## config.mk

```make
export PLATFORM = sky130hd
export DESIGN_NAME = icyc_sequencer
export DESIGN_NICKNAME = d
export VERILOG_FILES = /design/src/rtl/icyc_pkg.sv /design/src/rtl/icyc_decode.sv /design/src/rtl/icyc_phase_reg.sv /design/src/rtl/icyc_sequencer.sv
export SDC_FILE = /design/constraint.sdc
export NUM_CORES = 1
export LEC_CHECK = 0
export CAP_MARGIN = 5
export CORE_ASPECT_RATIO = 2
export CORE_MARGIN = 3
export CORE_UTILIZATION = 30
export DETAILED_ROUTE_END_ITERATION = 10
export PLACE_DENSITY = 0.6
export RECOVER_POWER = 50
export SETUP_SLACK_MARGIN = 0.15
export SLEW_MARGIN = 5
export SYNTH_ARGS = -nofsm -noshare
export SYNTH_HDL_FRONTEND = slang
export SYNTH_SLANG_ARGS = --single-unit
```

## constraint.sdc

```tcl
create_clock -name clk -period 2.39 [get_ports clk]
set_input_delay 0.239 -clock clk [delete_from_list [all_inputs] [get_ports clk]]
set_output_delay 0.239 -clock clk [all_outputs]
set_load 0.005 [all_outputs]
```

## src/rtl/icyc_pkg.sv

```systemverilog
package icyc_pkg;
  localparam int NPH    = 4;
  localparam int PH_FET = 0;
  localparam int PH_IND = 1;
  localparam int PH_EXE = 2;
  localparam int PH_INT = 3;
  localparam int OPW    = 3;

  typedef enum logic [OPW-1:0] {
    OP_LOAD  = 3'd0,
    OP_STORE = 3'd1,
    OP_ADD   = 3'd2,
    OP_JUMP  = 3'd3,
    OP_EI    = 3'd4,
    OP_DI    = 3'd5,
    OP_NOP   = 3'd6,
    OP_HALT  = 3'd7
  } opcode_e;
endpackage

```

## src/rtl/icyc_decode.sv

```systemverilog
module icyc_decode
  import icyc_pkg::*;
(
  input  logic [NPH-1:0] phase,
  input  logic [1:0]     step,
  input  opcode_e        op,
  input  logic           ind_bit,
  input  logic           irq,
  input  logic           ien,
  output logic           last,
  output logic [NPH-1:0] nxt,
  output logic           ien_after
);
  logic mem_op;
  assign mem_op = (op == OP_LOAD) || (op == OP_ADD) || (op == OP_STORE);

  always_comb begin
    ien_after = ien;
    if (phase[PH_EXE] && op == OP_EI) ien_after = 1'b1;
    if (phase[PH_EXE] && op == OP_DI) ien_after = 1'b0;
  end

  always_comb begin
    last = 1'b0;
    nxt  = '0;
    unique case (1'b1)
      phase[PH_FET]: begin
        last = (step == 2'd2);
        nxt[ind_bit ? PH_IND : PH_EXE] = 1'b1;
      end
      phase[PH_IND]: begin
        last = (step == 2'd2);
        nxt[PH_EXE] = 1'b1;
      end
      phase[PH_EXE]: begin
        last = mem_op ? (step == 2'd1) : (op != OP_HALT);
        nxt[(irq && ien_after) ? PH_INT : PH_FET] = 1'b1;
      end
      phase[PH_INT]: begin
        last = (step == 2'd2);
        nxt[PH_FET] = 1'b1;
      end
      default: begin
        last = 1'b0;
        nxt  = '0;
      end
    endcase
  end
endmodule

```

## src/rtl/icyc_phase_reg.sv

```systemverilog
module icyc_phase_reg
  import icyc_pkg::*;
(
  input  logic           clk,
  input  logic           rst,
  input  logic           last,
  input  logic           hold,
  input  logic [NPH-1:0] nxt,
  output logic [NPH-1:0] phase,
  output logic [1:0]     step
);
  localparam logic [NPH-1:0] PH_RESET = NPH'(1) << PH_FET;

  always_ff @(posedge clk) begin
    if (rst) begin
      phase <= PH_RESET;
      step  <= '0;
    end else if (last) begin
      phase <= nxt;
      step  <= '0;
    end else if (!hold) begin
      step  <= step + 2'd1;
    end
  end

  assert_phase_onehot_R1: assert property (@(posedge clk) disable iff (rst)
    $countones(phase) == 1);
endmodule

```

## src/rtl/icyc_sequencer.sv

```systemverilog
module icyc_sequencer
  import icyc_pkg::*;
#(
  parameter int DW  = 8,
  parameter int AW  = 4,
  parameter int VEC = 8
) (
  input  logic          clk,
  input  logic          rst,
  output logic [AW-1:0] mem_addr,
  output logic [DW-1:0] mem_wdata,
  input  logic [DW-1:0] mem_rdata,
  output logic          mem_rd,
  output logic          mem_wr,
  input  logic          irq,
  output logic          int_en,
  output logic [NPH-1:0] phase_o,
  output logic [DW-1:0] acc_o
);
  localparam logic [AW-1:0] SP_TOP = {AW{1'b1}};
  localparam logic [AW-1:0] VEC_A  = AW'(VEC);
  localparam int            IND_B  = AW;

  logic [AW-1:0]  pc, mar, sp;
  logic [DW-1:0]  mdr, ir, acc;
  logic           ien, rd, wr, halted;
  logic [NPH-1:0] phase, nxt;
  logic [1:0]     step;
  logic           last, ien_after;
  opcode_e        op;
  logic [AW-1:0]  fld;

  assign op  = opcode_e'(ir[DW-1 -: OPW]);
  assign fld = ir[AW-1:0];

  icyc_decode u_dec (
    .phase(phase), .step(step), .op(op), .ind_bit(mdr[IND_B]),
    .irq(irq), .ien(ien), .last(last), .nxt(nxt), .ien_after(ien_after)
  );

  icyc_phase_reg u_ph (
    .clk(clk), .rst(rst), .last(last), .hold(halted),
    .nxt(nxt), .phase(phase), .step(step)
  );

  always_ff @(posedge clk) begin
    if (rst) begin
      pc <= '0; mar <= '0; sp <= SP_TOP;
      mdr <= '0; ir <= '0; acc <= '0;
      ien <= 1'b0; rd <= 1'b0; wr <= 1'b0; halted <= 1'b0;
    end else begin
      rd <= 1'b0;
      wr <= 1'b0;
      if (!halted) begin
        if (phase[PH_FET]) begin
          case (step)
            2'd0: begin mar <= pc; rd <= 1'b1; end
            2'd1: begin mdr <= mem_rdata; pc <= pc + 1'b1; end
            2'd2: ir <= mdr;
            default: ;
          endcase
        end
        if (phase[PH_IND]) begin
          case (step)
            2'd0: begin mar <= fld; rd <= 1'b1; end
            2'd1: mdr <= mem_rdata;
            2'd2: ir[AW-1:0] <= mdr[AW-1:0];
            default: ;
          endcase
        end
        if (phase[PH_EXE]) begin
          case (op)
            OP_LOAD, OP_ADD: begin
              if (step == 2'd0) begin
                mar <= fld;
                rd  <= 1'b1;
              end else begin
                mdr <= mem_rdata;
                acc <= (op == OP_LOAD) ? mem_rdata : acc + mem_rdata;
              end
            end
            OP_STORE: if (step == 2'd0) begin
              mar <= fld;
              mdr <= acc;
              wr  <= 1'b1;
            end
            OP_JUMP: pc <= fld;
            OP_HALT: halted <= 1'b1;
            default: ;
          endcase
          if (last) ien <= nxt[PH_INT] ? 1'b0 : ien_after;
        end
        if (phase[PH_INT]) begin
          case (step)
            2'd0: begin sp <= sp - 1'b1; mar <= sp - 1'b1; end
            2'd1: begin mdr <= {{(DW-AW){1'b0}}, pc}; wr <= 1'b1; end
            2'd2: pc <= VEC_A;
            default: ;
          endcase
        end
      end
    end
  end

  assign mem_addr  = mar;
  assign mem_wdata = mdr;
  assign mem_rd    = rd;
  assign mem_wr    = wr;
  assign int_en    = ien;
  assign phase_o   = phase;
  assign acc_o     = acc;

  assert_strobe_excl_R10: assert property (@(posedge clk) disable iff (rst)
    !(mem_rd && mem_wr));
  assert_rd_pulse_R10: assert property (@(posedge clk) disable iff (rst)
    mem_rd |=> !mem_rd);
  assert_wr_pulse_R10: assert property (@(posedge clk) disable iff (rst)
    mem_wr |=> !mem_wr);
  assert_int_entry_R7: assert property (@(posedge clk) disable iff (rst)
    $rose(phase[PH_INT]) |-> $past(irq) && $past(phase[PH_EXE]));
  assert_int_clears_en_R7: assert property (@(posedge clk) disable iff (rst)
    phase[PH_INT] |-> !ien);
  assert_push_data_R8: assert property (@(posedge clk) disable iff (rst)
    (phase[PH_INT] && mem_wr) |-> (mem_wdata[AW-1:0] == pc) && (mem_addr == sp));
  assert_ind_only_flagged_R4: assert property (@(posedge clk) disable iff (rst)
    (phase[PH_IND] && step == 2'd2) |-> ir[IND_B]);
  assert_halt_sticky_R9: assert property (@(posedge clk) disable iff (rst)
    halted |=> halted && phase[PH_EXE] && !mem_rd && !mem_wr);
endmodule

```

Yosys cells after proc, flatten, opt, wreduce, memory -nomap -nowiden
Index checks and enable logic that the tools add are counted.
{"block": "word_totals", "out_inout_bits": 27, "reg_bits": 46}
{"block": "op_classes", "n_mux": 59, "eq_ne": 9, "n_lt_le_gt_ge": 4, "addsub": 4, "reduce_logical": 18, "n_bitwise": 2}
{"op": "$mux 8", "count": 10}
{"op": "$mux 4", "count": 19}
{"op": "$ge 32x1->1 const B", "count": 2}
{"op": "$lt 32x4->1 const B", "count": 2}
{"op": "$mux 1", "count": 20}
{"op": "$pmux 8 s2", "count": 1}
{"op": "$eq 3x3->1 const B", "count": 3}
{"op": "$reduce_and 3->1", "count": 3}
{"op": "$add 8x8->8", "count": 1}
{"op": "$eq 3x2->1 const B", "count": 2}
{"op": "$pmux 1 s2", "count": 3}
{"op": "$pmux 1 s3", "count": 2}
{"op": "$reduce_or 2->1", "count": 3}
{"op": "$reduce_or 3->1", "count": 2}
{"op": "$logic_and 1x1->1", "count": 5}
{"op": "$add 4x1->4 const B", "count": 1}
{"op": "$demux 1 s2", "count": 2}
{"op": "$mux 2", "count": 2}
{"op": "$reduce_and 4->1", "count": 1}
{"op": "$sub 4x1->4 const B", "count": 1}
{"op": "$eq 3x1->1 const B", "count": 1}
{"op": "$logic_not 3->1", "count": 1}
{"op": "$ne 3x3->1 const B", "count": 1}
{"op": "$add 2x1->2 const B", "count": 1}
{"op": "5 further kinds", "count": 7}

Logic depth before layout (Yosys ltp)
Gate-level depths: netlist (run 1).
{"block": "logic_depth", "depth_word": 12, "depth_mapped": 10, "ltp_nobuf": 9}

Modules after synthesis
Synthesis (run 1) repeated with hierarchy kept, for this count alone.
{"block": "unflattened", "cells_unflattened": 341, "hier_area_um2": 2849.0}
{"mod": "icyc_sequencer", "cells_per_inst": 306, "n_inst": 1, "area_per_inst_um2": 2508.7}
{"mod": "icyc_phase_reg", "cells_per_inst": 20, "n_inst": 1, "area_per_inst_um2": 241.5}
{"mod": "icyc_decode", "cells_per_inst": 15, "n_inst": 1, "area_per_inst_um2": 98.8}

Least setup slack after synthesis (run 1)
No wires, ideal clock.
{"block": "synth_path", "path_kind": "reg-to-reg", "startpoint": "reg u_ph.step[0]", "endpoint": "reg acc[7], in the netlist acc_o[7]", "t_required_ns": 2.316, "setup_ns": 0.074, "path_stages_with_launch": 9, "slack_ns": 0.438, "arrival_time_ns": 1.877, "synth_period_minus_slack_ns": 1.952, "path_cell_list": "dfxtp_1 -> inv_1 -> ha_1 -> or2_1 -> buf_6 -> or3_1 -> clkbuf_2 -> or3_1 -> a31oi_1"}
{"block": "synth_via", "elab_chain_len": 3}
{"item": "from (decl)", "line_no": "icyc_phase_reg.sv:10", "rtl": "output logic [1:0] step"}
{"item": "from (signal assigned)", "line_no": "icyc_phase_reg.sv:22", "rtl": "step <= step + 2'd1;"}
{"item": "$logic_not 2->1", "line_no": "icyc_sequencer.sv:74", "rtl": "if (step == 2'd0) begin"}
{"item": "$not 1->1 (no line)"}
{"item": "$reduce_and 4->1 (no line)"}
{"item": "to (signal assigned)", "line_no": "icyc_sequencer.sv:79", "rtl": "acc <= (op == OP_LOAD) ? mem_rdata : acc + mem_rdata;"}
{"item": "to (decl)", "line_no": "icyc_sequencer.sv:25", "rtl": "logic [DW-1:0] mdr, ir, acc;"}
Every way passes these cells.
A chain may end at the register's enable or synchronous reset.

Final worst setup path (run 1)
Ends and elaborated chain as after synthesis.

==> impl_metrics.tcl, run 1 <==
set metrics [dict create \
    outcome "completed" \
    die_y_um 144 \
    max_cap_violations 0 \
    io_buffers 37 \
    max_stage_delay_ns 0.49 \
    die_area_mm2 0.0108 \
    floorplan.initialDensity_pct 31.2 \
    ir_drop_v 0.000355 \
    grt_max_degree 23 \
    synth_ff_type "dfxtp_1" \
    setup_viol 0 \
    leakage_nw 1.38 \
    htreeDepth 2 \
    path_class "reg2reg" \
    wl_mm 8.26 \
    slowest_stage "or3_1" \
    drv_slew 0 \
    cts_made_buffers 5 \
    ctsLongestPathBuffers 2 \
    startpoint "u_ph.step[0]" \
    synth.cell_area_mm2 0.00285 \
    nets 436 \
    use_met1_pct 17.1 \
    cp_max_fo 8 \
    root_buffer "clkbuf_16" \
    fp.coreArea_mm2 0.00914 \
    cp.required_ns 2.61 \
    synth_cells 379 \
    finClkSkew_ns 0.00331 \
    cts_tree "done" \
    area_growth_pct 22.2 \
    post-route-drc-count 0 \
    ys_warn_count 0 \
    setup.worst_path.end_class "flip-flop" \
    dpl_cell_area_mm2 0.00334 \
    io_pins 38 \
    path_common_cell "or3_1" \
    detail_route.first_pass.iterations 5 \
    arrival_ns 2.31 \
    antenna_found_initial 0 \
    rows 49 \
    synth_top_area_share_pct 31.6 \
    ys_seq_elements 45 \
    synth_top_area_cell "dfxtp_1" \
    postCtsSetupBuffers 0 \
    fillCellCount 955 \
    total_power_mw 3.29 \
    grt_pass1_wl_mm 14.0 \
    synth_area_leaders "dfxtp_1, a21oi_1, nand2_1" \
    fin_setup_tns_ns 0 \
    reg2reg_from "u_ph.step[0]" \
    layout_setup_ws_ns 0.298 \
    overflow 0 \
    num_vias 2891 \
    min_period_ns 2.09 \
    drt_iter0_drc 177 \
    clkLatencyLatePin_ns 0.29 \
    top_usage_layer "met2" \
    period_share_pct 87.5 \
    grt_pass1_vias 2900 \
    hold_class "reg2reg" \
    grt_use_met3_pct 2.80 \
    post-route-util_pct 38.1 \
    post_cts_resized 0 \
    async_flop_share_pct 0 \
    dp_hpwl_mm 6.32 \
    post_drt_wl_per_cell_um 16.1 \
    crit_chain "inv_1 > ha_1 > or2_1 > or3_1 > or3_1 > a31oi_1" \
    finalInstanceArea_mm2 0.00348 \
    fmax_ghz 0.478 \
    postCtsHoldBufs 0 \
    power_density_mw_per_mm2 947 \
    vias_per_cell 5.62 \
    synth_cell_types 46 \
    tightestPinTransition_ns 0.659 \
    drive_gt1_share_pct 5.83 \
    ant_nets 0 \
    diodes 0 \
    final_cell_mix "dfxtp_1, nand2_1, nor2_1, a21oi_1, o21ai_0" \
    mostFrequentLayoutCell "dfxtp_1" \
    hold_viol 0 \
    clkTransAtPathRegs_ns 0.06 \
    grt_use_met2_pct 29.4 \
    die_w_um 74.9 \
    rsz0062_at_grt "false" \
    synth_edf_count 0 \
    syn_nets 403 \
    numClockSinks 45 \
    start_kind "flip-flop" \
    syn_area_per_cell_um2 7.51 \
    place_ws_ns -0.0224 \
    place.gp.congestion 0.853 \
    max_slew_margin_pct 55.8 \
    ys_seq_area_share_pct 31.6 \
    gr-usage-all-layers_pct 16.8 \
    hold_start "mem_addr[3]" \
]
-- flip-flops by register name, summed over array words and instances, names as in the netlist, 2 cells and up --
signal and cells:
mem_wdata 8, acc_o 8, u_ph.phase 4, ir 7, pc 4, u_ph.step 2, mem_addr 4, sp 4
-- where the power goes --
group / internal (mW) / switching (mW) / total, mW
combinational: 0.650 / 0.874 / 1.52
clock: 0.411 / 0.286 / 0.697
sequential: 0.899 / 0.173 / 1.07
-- cells by family (layout without fill, tap and decap cells) --
| kind of cell | Yosys count | after routing | share of synthesized area (%) |
|---|---|---|---|
| simple gates | 137 | 137 | 22.5 |
| flops | 45 | 45 | 31.6 |
| mux | 13 | 13 | 4.62 |
| xor+xnor | 9 | 9 | 2.77 |
| compound gates | 115 | 115 | 25.3 |
| fa+ha+maj | 13 | 13 | 5.98 |
| buf+inv | 47 | 80 | 7.16 |
-- critical path: cells and delay by family, from the launching register on --
family,cells,cell delay [ns]
simple gates,3,1.20
fa+ha+maj,1,0.21
buf+inv,1,0.08
compound gates,1,0.16
flops,1,0.37
-- synth_stat cells, drive strengths merged (5+ instances only) --
cell type and number:
a211oi 5, a21oi 32, a221oi 8, a31oi 7, buf 12, clkbuf 17
dfxtp 45, ha 12, inv 18, mux2i 12, nand2 42, nand2b 8
nand3 16, nor2 34, nor2b 6, nor3 14, o211ai 6, o21ai 29
xor2 6
-- cell type report --
cell class	count	area (µm²)	area share, %
multi-input cells	287	1750	50.2
flip-flops and latches	45	901	25.9
repair buffers	55	494	14.2
clock buffers	7	143	4.10
well taps	102	128	3.67
inverters	18	67.6	1.94
-- metrics by stage --
stage | cells | hold slack [ns]
after floorplan | 379 | 0.398
after global placement | 507 | 0.492
after detailed placement | 507 | 0.495
after CTS | 514 | 0.504
after global routing | 514 | 0.548
final | 514 | 0.493
-- final timing paths --
| path | cells past startpoint | to | slack (ns) |
|---|---|---|---|
| min reg2reg | 2 | mem_addr[3] | 0.49 |
| max reg2reg | 6 | acc_o[7] | 0.30 |
| min | 2 | mem_addr[3] | 0.49 |
| max | 6 | acc_o[7] | 0.30 |
-- metal layers --
metal / up-vias / routed length, µm
met5: - / 0
met3: 26 / 265
met1: 1375 / 3020
li1: 1413 / -
met4: 0 / 391
met2: 77 / 4580
Note: power is estimated with default switching activity, not from simulation.
==> inputs of run 2 (changes only) <==
CAP_MARGIN = not set   (was 5)
==> results of run 2 <==
Final layout, timing and power as in run 1 (identical DEF).
